--- src/rtl/irq_agg_pkg.sv ---
package irq_agg_pkg;

   // One-hot decode of a single-cycle register access
   typedef struct packed {
      logic rd_pri;   // read at status offset, clears event bits
      logic rd_ali;   // read at alias offset, no side effect
      logic rd_msk;   // read of mask
      logic wr_msk;   // write of mask
      logic wr_ack;   // write-one-to-clear acknowledge
   } bus_dec_t;

endpackage

--- src/rtl/irq_bus_decode.sv ---
module irq_bus_decode
   import irq_agg_pkg::*;
#(
   parameter int ADDR_W    = 8,
   parameter int OFS_STAT  = 'h00,
   parameter int OFS_MASK  = 'h04,
   parameter int OFS_ACK   = 'h08,
   parameter int OFS_ALIAS = 'h0C
) (
   input  logic              bus_sel,
   input  logic              bus_wr,
   input  logic [ADDR_W-1:0] bus_addr,
   output bus_dec_t          dec
);

   localparam logic [ADDR_W-1:0] A_STAT  = ADDR_W'(OFS_STAT);
   localparam logic [ADDR_W-1:0] A_MASK  = ADDR_W'(OFS_MASK);
   localparam logic [ADDR_W-1:0] A_ACK   = ADDR_W'(OFS_ACK);
   localparam logic [ADDR_W-1:0] A_ALIAS = ADDR_W'(OFS_ALIAS);

   logic rd, wr;

   always_comb begin
      rd = bus_sel && !bus_wr;
      wr = bus_sel &&  bus_wr;
      dec.rd_pri = rd && (bus_addr == A_STAT);
      dec.rd_ali = rd && (bus_addr == A_ALIAS);
      dec.rd_msk = rd && (bus_addr == A_MASK);
      dec.wr_msk = wr && (bus_addr == A_MASK);
      dec.wr_ack = wr && (bus_addr == A_ACK);
   end

endmodule

--- src/rtl/irq_evt_latch.sv ---
module irq_evt_latch #(
   parameter int NUM_EVT = 7
) (
   input  logic               clk,
   input  logic               rst_n,
   input  logic [NUM_EVT-1:0] evt_in,
   input  logic               clr_all,
   input  logic [NUM_EVT-1:0] ack_vec,
   output logic [NUM_EVT-1:0] evt_q
);

   // One sticky flop per event; a new pulse beats any clear in the same cycle
   for (genvar i = 0; i < NUM_EVT; i++) begin : g_bit
      logic clr_i;
      assign clr_i = clr_all | ack_vec[i];
      always_ff @(posedge clk or negedge rst_n) begin
         if (!rst_n)         evt_q[i] <= 1'b0;
         else if (evt_in[i]) evt_q[i] <= 1'b1;
         else if (clr_i)     evt_q[i] <= 1'b0;
      end
   end

endmodule

--- src/rtl/irq_lvl_track.sv ---
module irq_lvl_track #(
   parameter int NUM_LVL = 9,
   parameter bit LVL_REG = 1'b1
) (
   input  logic               clk,
   input  logic               rst_n,
   input  logic [NUM_LVL-1:0] lvl_in,
   output logic [NUM_LVL-1:0] lvl_q
);

   if (LVL_REG) begin : g_reg
      always_ff @(posedge clk or negedge rst_n) begin
         if (!rst_n) lvl_q <= '0;
         else        lvl_q <= lvl_in;
      end
   end else begin : g_pass
      logic unused_clk;
      assign unused_clk = clk ^ rst_n;
      assign lvl_q      = lvl_in;
   end

endmodule

--- src/rtl/irq_line_gen.sv ---
module irq_line_gen #(
   parameter int STAT_W = 16
) (
   input  logic              clk,
   input  logic              rst_n,
   input  logic [STAT_W-1:0] stat,
   input  logic [STAT_W-1:0] mask,
   output logic              irq_o
);

   logic [STAT_W-1:0] pend;

   assign pend = stat & ~mask;

   always_ff @(posedge clk or negedge rst_n) begin
      if (!rst_n) irq_o <= 1'b0;
      else        irq_o <= |pend;
   end

endmodule

--- src/rtl/irq_status_agg.sv ---
module irq_status_agg
   import irq_agg_pkg::*;
#(
   parameter int DATA_W    = 32,
   parameter int ADDR_W    = 8,
   parameter int NUM_EVT   = 7,
   parameter int NUM_LVL   = 9,
   parameter bit LVL_REG   = 1'b1,
   parameter int OFS_STAT  = 'h00,
   parameter int OFS_MASK  = 'h04,
   parameter int OFS_ACK   = 'h08,
   parameter int OFS_ALIAS = 'h0C
) (
   input  logic               clk,
   input  logic               rst_n,
   input  logic [NUM_EVT-1:0] evt_in,
   input  logic [NUM_LVL-1:0] lvl_in,
   input  logic               bus_sel,
   input  logic               bus_wr,
   input  logic [ADDR_W-1:0]  bus_addr,
   input  logic [DATA_W-1:0]  bus_wdata,
   output logic [DATA_W-1:0]  bus_rdata,
   output logic               irq_o
);

   localparam int STAT_W = NUM_EVT + NUM_LVL;

   // Elaboration-time parameter checks
   if (NUM_EVT < 1 || NUM_LVL < 1) begin : g_bad_count
      $error("irq_status_agg: NUM_EVT and NUM_LVL must be at least 1");
   end
   if (STAT_W > DATA_W) begin : g_bad_width
      $error("irq_status_agg: status word wider than data bus");
   end
   if (OFS_STAT == OFS_ALIAS || OFS_STAT == OFS_MASK || OFS_STAT == OFS_ACK ||
       OFS_ALIAS == OFS_MASK || OFS_ALIAS == OFS_ACK || OFS_MASK == OFS_ACK) begin : g_bad_ofs
      $error("irq_status_agg: register offsets must be distinct");
   end

   bus_dec_t           dec;
   logic [NUM_EVT-1:0] evt_q;
   logic [NUM_EVT-1:0] ack_vec;
   logic [NUM_LVL-1:0] lvl_q;
   logic [STAT_W-1:0]  stat_w;
   logic [STAT_W-1:0]  mask_q;
   logic [DATA_W-1:0]  rdata_d;

   irq_bus_decode #(
      .ADDR_W(ADDR_W), .OFS_STAT(OFS_STAT), .OFS_MASK(OFS_MASK),
      .OFS_ACK(OFS_ACK), .OFS_ALIAS(OFS_ALIAS)
   ) u_dec (
      .bus_sel(bus_sel), .bus_wr(bus_wr), .bus_addr(bus_addr), .dec(dec)
   );

   assign ack_vec = dec.wr_ack ? bus_wdata[NUM_EVT-1:0] : '0;

   irq_evt_latch #(.NUM_EVT(NUM_EVT)) u_evt (
      .clk(clk), .rst_n(rst_n), .evt_in(evt_in),
      .clr_all(dec.rd_pri), .ack_vec(ack_vec), .evt_q(evt_q)
   );

   irq_lvl_track #(.NUM_LVL(NUM_LVL), .LVL_REG(LVL_REG)) u_lvl (
      .clk(clk), .rst_n(rst_n), .lvl_in(lvl_in), .lvl_q(lvl_q)
   );

   assign stat_w = {lvl_q, evt_q};

   // Mask: reset to all ones so every source starts masked
   always_ff @(posedge clk or negedge rst_n) begin
      if (!rst_n)          mask_q <= '1;
      else if (dec.wr_msk) mask_q <= bus_wdata[STAT_W-1:0];
   end

   // Registered read data, updated on any read, held otherwise
   always_comb begin
      rdata_d = '0;
      if (dec.rd_pri || dec.rd_ali) rdata_d = DATA_W'(stat_w);
      else if (dec.rd_msk)          rdata_d = DATA_W'(mask_q);
   end

   always_ff @(posedge clk or negedge rst_n) begin
      if (!rst_n)                    bus_rdata <= '0;
      else if (bus_sel && !bus_wr)   bus_rdata <= rdata_d;
   end

   irq_line_gen #(.STAT_W(STAT_W)) u_irq (
      .clk(clk), .rst_n(rst_n), .stat(stat_w), .mask(mask_q), .irq_o(irq_o)
   );

   if (STAT_W < DATA_W) begin : g_wdata_hi
      logic unused_wdata_hi;
      assign unused_wdata_hi = ^bus_wdata[DATA_W-1:STAT_W];
   end

endmodule

--- config.mk ---
export PLATFORM = sky130hd
export DESIGN_NAME = irq_status_agg
export DESIGN_NICKNAME = d
export VERILOG_FILES = /design/src/rtl/irq_agg_pkg.sv /design/src/rtl/irq_bus_decode.sv /design/src/rtl/irq_evt_latch.sv /design/src/rtl/irq_lvl_track.sv /design/src/rtl/irq_line_gen.sv /design/src/rtl/irq_status_agg.sv
export SDC_FILE = /design/constraint.sdc
export NUM_CORES = 1
export LEC_CHECK = 0
export ABC_CLOCK_PERIOD_IN_PS = 1600
export BUFFER_PORTS_ARGS = -buffer_cell sky130_fd_sc_hd__buf_2
export CAP_MARGIN = 20
export CORE_MARGIN = 5
export CORE_UTILIZATION = 34
export CTS_BUF_LIST = sky130_fd_sc_hd__clkbuf_4
export CTS_CLUSTER_DIAMETER = 40
export DETAILED_ROUTE_END_ITERATION = 16
export PLACE_DENSITY = 0.69
export SYNTH_ARGS = -nofsm -noshare
export SYNTH_HDL_FRONTEND = slang
export SYNTH_HIERARCHICAL = 1
export SYNTH_SLANG_ARGS = --single-unit
--- constraint.sdc ---
create_clock -name clk -period 1.6 [get_ports clk]
set_input_delay 0.32 -clock clk [delete_from_list [all_inputs] [get_ports clk]]
set_output_delay 0.32 -clock clk [all_outputs]
set_load 0.02 [all_outputs]
==> reports/metrics.yaml, run 1 <==
sta:
  finalSetupViolations: 1
  layout_setup_ws_ns: -0.01031
  clock_skew_ns: 0.01321
  hold_violations: 0
  max_freq_mhz: 621.0
  grt_setup_unrepaired: "yes"
  fin_crit_sh_pct: 100.6
  finalSetupTns_ns: -0.01031
  hold_slack_ns: 0.04622
  final-max-slew-violation-count: 0
  fin_crit_ns: 1.610
place:
  dp_hpwl_mm: 4.237
  gp_congestion: 0.7984
  post-place-ws_ns: -0.3843
  port_buffers: 60
drt:
  drt_iter0_markers: 53
  ant_nets: 0
  wirelength_mm: 5.573
  route.detailed.drc: 0
  routed-via-count: 1722
  dr.pass1.iters: 4
  via_per_inst: 4.568
  wl_per_cell_um: 14.78
grt:
  grt_pass1_vias: 1824
  grt_max_degree: 33
  antenna_found_initial: 0
  grt_usage_pct: 12.80
  overflow: 0
  grt_pass1_wl_mm: 8.914
cts:
  cts_num_sinks: 49
  numCtsBuffers: 5
  cts_buffer_depth: 2
  clk_pin_slew_ns: 0.14
  cts_htree_levels: 2
  root_buffer: "clkbuf_4"
  insertion_delay_ns: 0.37
  cts_tree: "done"
setup_path:
  end_kind: "flip-flop"
  crit_type: "in -> reg"
  worstPathBufferInverterCount: 2
  slowest_delay_ns: 0.57
  cpMostUsedCell: "buf_6"
  cp_top_family: "simple AND/OR/NAND/NOR gates"
  worst_ep_arrival_time_ns: 1.85
  slowest_stage: "or4b_4"
  critPathMaxFanout: 16
  timing.critical_path.cells: "buf_6 -> or4b_4 -> nor4_4 -> buf_6 -> nor2_8 -> a31oi_1 -> o21ai_1"
  startpoint_type: "input port"
  worstPathRequired_ns: 1.84
floorplanning:
  ioPinCount: 93
  fp.dieW_um: 94.43
  initial_utilization_pct: 35.28
  die_h_um: 94.43
  core_region_area_mm2: 0.006869
  fp.dieArea_mm2: 0.008917
  fp-row-count: 30
final_layout:
  n_fill_cell: 676
  drive_gt1_share_pct: 44.48
  n_antenna_cell: 0
  area_delta_synth_final_pct: 23.59
  nNetsFinal: 340
pwr:
  leakage_nw: 1.305
  total_power_mw: 2.192
  power.density_mw_per_mm2: 731.9
  ir_worst_vdd_mv: 0.2917
yosys:
  ys.flop_type: "dfrtp_1"
  synth_edf_count: 0
  netlist_area_mm2: 0.002424
  synth_top_area_share_pct: 34.07
  ys_warn_count: 6
  async_flop_share_pct: 100.0
  ys_top_cells_by_area: "dfrtp_1, dfstp_2, mux2_2, buf_4, o21a_1"
  yosys.area.top_type: "dfrtp_1"
  ys_types: 30
  synthCells: 212
  postSynthAreaPerCell_um2: 11.43
  ys_ff_latch: 49
  ys_seq_area_share_pct: 51.42
hold_path:
  min_path_type: "in -> reg"
flow_run:
  cap_violations: 0
outcome:
  status: "finished, violations left"
  violations: "setup timing"
[cell usage in the layout, fill, tap and decap left out, types with 4 or more instances in the layout]
master | Yosys | final
and2_1 | 7 | 7
nor2b_1 | 9 | 9
a2111oi_2 | 4 | 4
nand2_1 | 17 | 17
a21o_1 | 7 | 7
dfstp_2 | 16 | 16
a31oi_1 | 16 | 14
nor2_1 | 7 | 7
buf_2 | 2 | 59
o21ai_1 | 16 | 16
conb_1 | 1 | 16
inv_1 | 4 | 4
clkbuf_4 | 0 | 6
o21a_1 | 16 | 16
buf_4 | 17 | 5
buf_12 | 0 | 5
mux2_2 | 13 | 13
dfrtp_1 | 33 | 33
[worst paths after layout]
kind / startpoint / depth (start not counted) / slack, ns / endpoint
setup / recovery: bus_addr[0] / 7 / -0.01 / bus_rdata[6]
hold / removal: lvl_in[3] / 1 / 0.05 / u_lvl/lvl_q[3]
setup reg to reg: mask_q[2] / 3 / 0.24 / u_irq/irq_o
hold reg to reg: bus_rdata[8] / 2 / 0.49 / bus_rdata[8]
max in group asynchronous: rst_n / 3 / 0.60 / mask_q[11]
min in group asynchronous: rst_n / 2 / 0.42 / u_evt/evt_q[1]
[Yosys cell counts (all sizes together) (2+ instances only)]
master,n
mux2,16
dfstp,16
a31oi,16
nor2,8
inv,4
nand2,17
and2,7
o21ai,16
a21o,7
clkbuf,3
nor3,3
o21a,16
a2111oi,4
dfrtp,33
buf,25
nor2b,12
nand2b,2
[sequential cells by signal, indices dropped and copies added (netlist names)]
signal,cells
u_lvl/lvl_q,9
mask_q,16
u_irq/irq_o,1
bus_rdata,16
u_evt/evt_q,7
[layer usage]
| layer | track usage [%] | up-vias | share of wire (%) |
|---|---|---|---|
| met5 | 0 | - | 0 |
| met3 | 3.586 | 9 | 7.4 |
| li1 | - | 850 | - |
| met1 | 16.73 | 805 | 45 |
| met2 | 19.86 | 58 | 46 |
| met4 | 5.535 | 0 | 2.1 |
[per-stage QoR]
stage / instances / area [µm²] / util [%]
CTS: 376 / 2944 / 42.86
global placement: 367 / 2855 / 41.57
finish: 377 / 2995 / 43.61
floorplan: 227 / 2495 / -
global route: 377 / 2995 / 43.61
detailed placement: 367 / 2855 / 41.57
[repair_timing]
action                     4_1_cts  5_1_grt
setup endpoints to repair        0       15
buffers inserted                 0        0
hold endpoints to repair        10        0
hold buffers                     1        0
resized for setup                0        5
[cells by family (layout without fill, tap and decap cells)]
| logic type | after synthesis | after routing | synth area share (%) |
|---|---|---|---|
| AND/OR/NAND/NOR | 55 | 55 | 14.25 |
| buffers and inverters | 32 | 86 | 9.705 |
| other | 1 | 16 | 0.1547 |
| AO/OA/AOI/OAI | 59 | 59 | 17.04 |
| multiplexers | 16 | 16 | 7.434 |
| flip-flops | 49 | 49 | 51.42 |
[report_power, final]
part	internal (mW)	switching (mW)
registers	1.27	0.0179
logic	0.0750	0.111
clock network	0.343	0.374
total	1.69	0.503
[cell type report]
cell class              count  area [µm²]  share of cell area, %
well taps                  96       120.1                  4.010
clock buffers               6       45.04                  1.504
multi-input cells         146        1033                  34.50
flip-flops and latches     49        1246                  41.60
clock inverters             2       33.78                  1.128
inverters                   4       15.01                 0.5013
repair buffers             74       501.7                  16.75
Power figures use the tool's default switching activity.
==> run 2, diff against run 1 <==
- ABC_AREA: default -> 1
- BUFFER_PORTS_ARGS: -buffer_cell sky130_fd_sc_hd__buf_2 -> default
- DONT_BUFFER_PORTS: default -> 1
- PLACE_DENSITY: 0.69 -> 0.58
==> reports/metrics.yaml, run 2 <==
drt:
  wl_per_cell_um: 12.22  # -17%
  dr.pass1.iters: 4  # unchanged
  routed-via-count: 1962  # +14%
  wirelength_mm: 5.892  # +5.7%
  drt_iter0_markers: 46  # -13%
  route.detailed.drc: 0  # unchanged
  via_per_inst: 4.071  # -11%
  ant_nets: 0  # unchanged
place:
  dp_hpwl_mm: 4.155  # -1.9%
  gp_congestion: 0.7289  # -8.7%
  placedCellCount: 463  # +26%
  port_buffers: 0  # -100%
  place_area_mm2: 0.002714  # -5.0%
  post-place-ws_ns: 0.1363  # +0.5206 ns
hold_path:
  min_path_type: "in -> reg"
  min_path_cells: 2  # +1
  hold_path_startpoint: "bus_wdata[0]"
  hold_path_end: "mask_q[0]"
final_layout:
  fin_area_mm2: 0.002944  # -1.7%
  drive_gt1_share_pct: 11.58  # -33 points
  area_delta_synth_final_pct: 11.83
  final_core_util_pct: 38.50  # -5.1 points
  final_cell_mix: "nand2_1, inv_1, dfrtp_1"
  nNetsFinal: 439  # +29%
  multiInputGateArea_um2: 935.9  # -9.4%
  largestRegisters: "bus_rdata x16, mask_q x16, u_lvl/lvl_q x9"
  n_fill_cell: 825  # +22%
  seqCellArea_mm2: 0.001246  # unchanged
  fin_cells: 482  # +28%
  layout_commonest_cell: "nand2_1"
  n_antenna_cell: 0  # unchanged
pwr:
  pwr-share-seq_pct: 55.3  # -3.5 points
  p_sw_uw: 575.7  # +15%
  ir_worst_vdd_mv: 0.4207  # +44%
  leakage_nw: 1.878  # +44%
  total_power_mw: 2.416  # +10%
  intPower_mw: 1.841  # +8.9%
  p_clk_share_pct: 36.8  # +4.1 points
  pwr-share-comb_pct: 7.9  # -0.6 points
  power.density_mw_per_mm2: 820.7  # +12%
  netSwitchingFraction_pct: 23.83  # +0.90 points
sta:
  final-max-slew-violation-count: 0  # unchanged
  clock_skew_ns: 0.01796  # +0.004746 ns
  finalSetupViolations: 0  # -1
  finalSetupTns_ns: 0  # +0.01031 ns
  hold_violations: 0  # unchanged
  hold_slack_ns: 0.03678  # -0.009439 ns
  fin_crit_ns: 1.196  # -0.4145 ns
  max_freq_mhz: 836.2  # +35%
  layout_setup_ws_ns: 0.4042  # +0.4145 ns
  grt_setup_unrepaired: "no"
  fin_crit_sh_pct: 74.74  # -26 points
setup_path:
  reg2reg_to: "u_irq/irq_o"
  r2r-start: "mask_q[3]"
  worst_ep_arrival_time_ns: 0.88  # -0.97 ns
  crit_type: "reg -> out"
  rrSetupSlack_ns: 0.51  # +0.27 ns
  startpoint_type: "flip-flop"
  worstPathRequired_ns: 1.28  # -0.56 ns
  reg2reg_depth: 7  # +4
  critPathMaxFanout: 2  # -14
  end_kind: "output pin"
outcome:
  status: "completed"
yosys:
  postSynthAreaPerCell_um2: 7.252  # -37%
  ys_warn_count: 6  # unchanged
  synth_commonest_cells: "nand2_1, inv_1, dfrtp_1"
  ys_seq_area_share_pct: 47.34  # -4.1 points
  synth_most_common_cell: "nand2_1"
  synth_edf_count: 0  # unchanged
  ys_top_cells_by_area: "dfrtp_1, nand2_1, dfstp_2, inv_1, buf_4"
  ys_types: 21  # -30%
  synth_top_area_share_pct: 31.37  # -2.7 points
  yosys.area.top_type: "dfrtp_1"
  netlist_area_mm2: 0.002633  # +8.6%
  async_flop_share_pct: 100.0  # unchanged
  ys_ff_latch: 49  # unchanged
  synthCells: 363  # +71%
  ys.flop_type: "dfrtp_1"
grt:
  grt_pass1_wl_mm: 10.05  # +13%
  grt_max_degree: 50  # +52%
  overflow: 0  # unchanged
  grt_pass1_vias: 2023  # +11%
  antenna_found_initial: 0  # unchanged
  grt_usage_pct: 13.10  # +0.30 points
cts:
  cts_resized: 0  # unchanged
  insertion_delay_ns: 0.37  # about the same
  cts_buffer_depth: 2  # unchanged
  root_buffer: "clkbuf_4"
  clk_pin_slew_ns: 0.15  # about the same
  cts_tree: "done"
  post_cts_buffers: 0  # unchanged
  cts_num_sinks: 49  # unchanged
  hold_buffers: 11  # +10
  cts_htree_levels: 2  # unchanged
  numCtsBuffers: 5  # unchanged
flow_run:
  cap_violations: 0  # unchanged
floorplanning:
  fp.dieW_um: 97.99  # +3.8%
  core_region_area_mm2: 0.007647  # +11%
  initial_utilization_pct: 34.42  # -0.86 points
  fp-row-count: 32  # +6.7%
  die_h_um: 97.99  # +3.8%
  ioPinCount: 93  # unchanged
  fp.dieArea_mm2: 0.009602  # +7.7%
-- run 2: cell types whose count changed after synthesis, sizes merged, moves of 7 or more --
cell / change
nand3: +16
nor2: +11
mux2: -16
a31oi: -16
nand2: +138
o21a: -16
inv: +77
a21o: -7
nor2b: -12
and2: -7
-- run 2: how the worst max path moves through the flow --
stage	slack (ns)	from	cells past startpoint	endpoint
after floorplan	0.007	bus_addr[4]	11	bus_rdata[10]
after global placement	0.14	bus_addr[4]	11	bus_rdata[2]
after detailed placement	0.14	bus_addr[4]	11	bus_rdata[2]
after CTS	0.36	bus_rdata[1]	0	bus_rdata[1]
after global routing	0.34	bus_rdata[1]	0	bus_rdata[1]
final	0.40	bus_rdata[1]	0	bus_rdata[1]
-- run 2: layout make-up --
cell class | instances | area share (%)
clock buffer | 5 | 1.275
clock inverter | 3 | 2.210
inverter | 81 | 10.41
multi-input combinational | 223 | 31.79
sequential | 49 | 42.33
tap | 102 | 4.335
timing repair buffer | 19 | 7.650
-- run 2: logic make-up after synthesis --
logic type,after synthesis,share of synthesized area [%]
AOI/OAI and AO/OA,16,3.042
DFF,49,47.34
and+or+nand+nor,191,30.13
other,1,0.1424
buffers and inverters,106,19.34
-- run 2: layer usage --
metal / wire length (µm) / track usage [%] / vias to the layer above
met4: 40 / 3.195 / 0
met2: 2553 / 19.69 / 60
li1: - / - / 1040
met3: 405 / 4.143 / 5
met1: 2894 / 18.39 / 857
met5: 0 / 0 / -
-- run 2: power groups by stage --
stage / Combinational (mW) / Clock [mW] / Sequential (mW)
2_1_floorplan: 0.150 / 0 / 1.35
3_3_place_gp: 0.137 / 0 / 1.36
3_5_place_dp: 0.139 / 0 / 1.36
4_1_cts: 0.195 / 0.923 / 1.34
5_1_grt: 0.220 / 0.976 / 1.34
6_report: 0.190 / 0.889 / 1.34
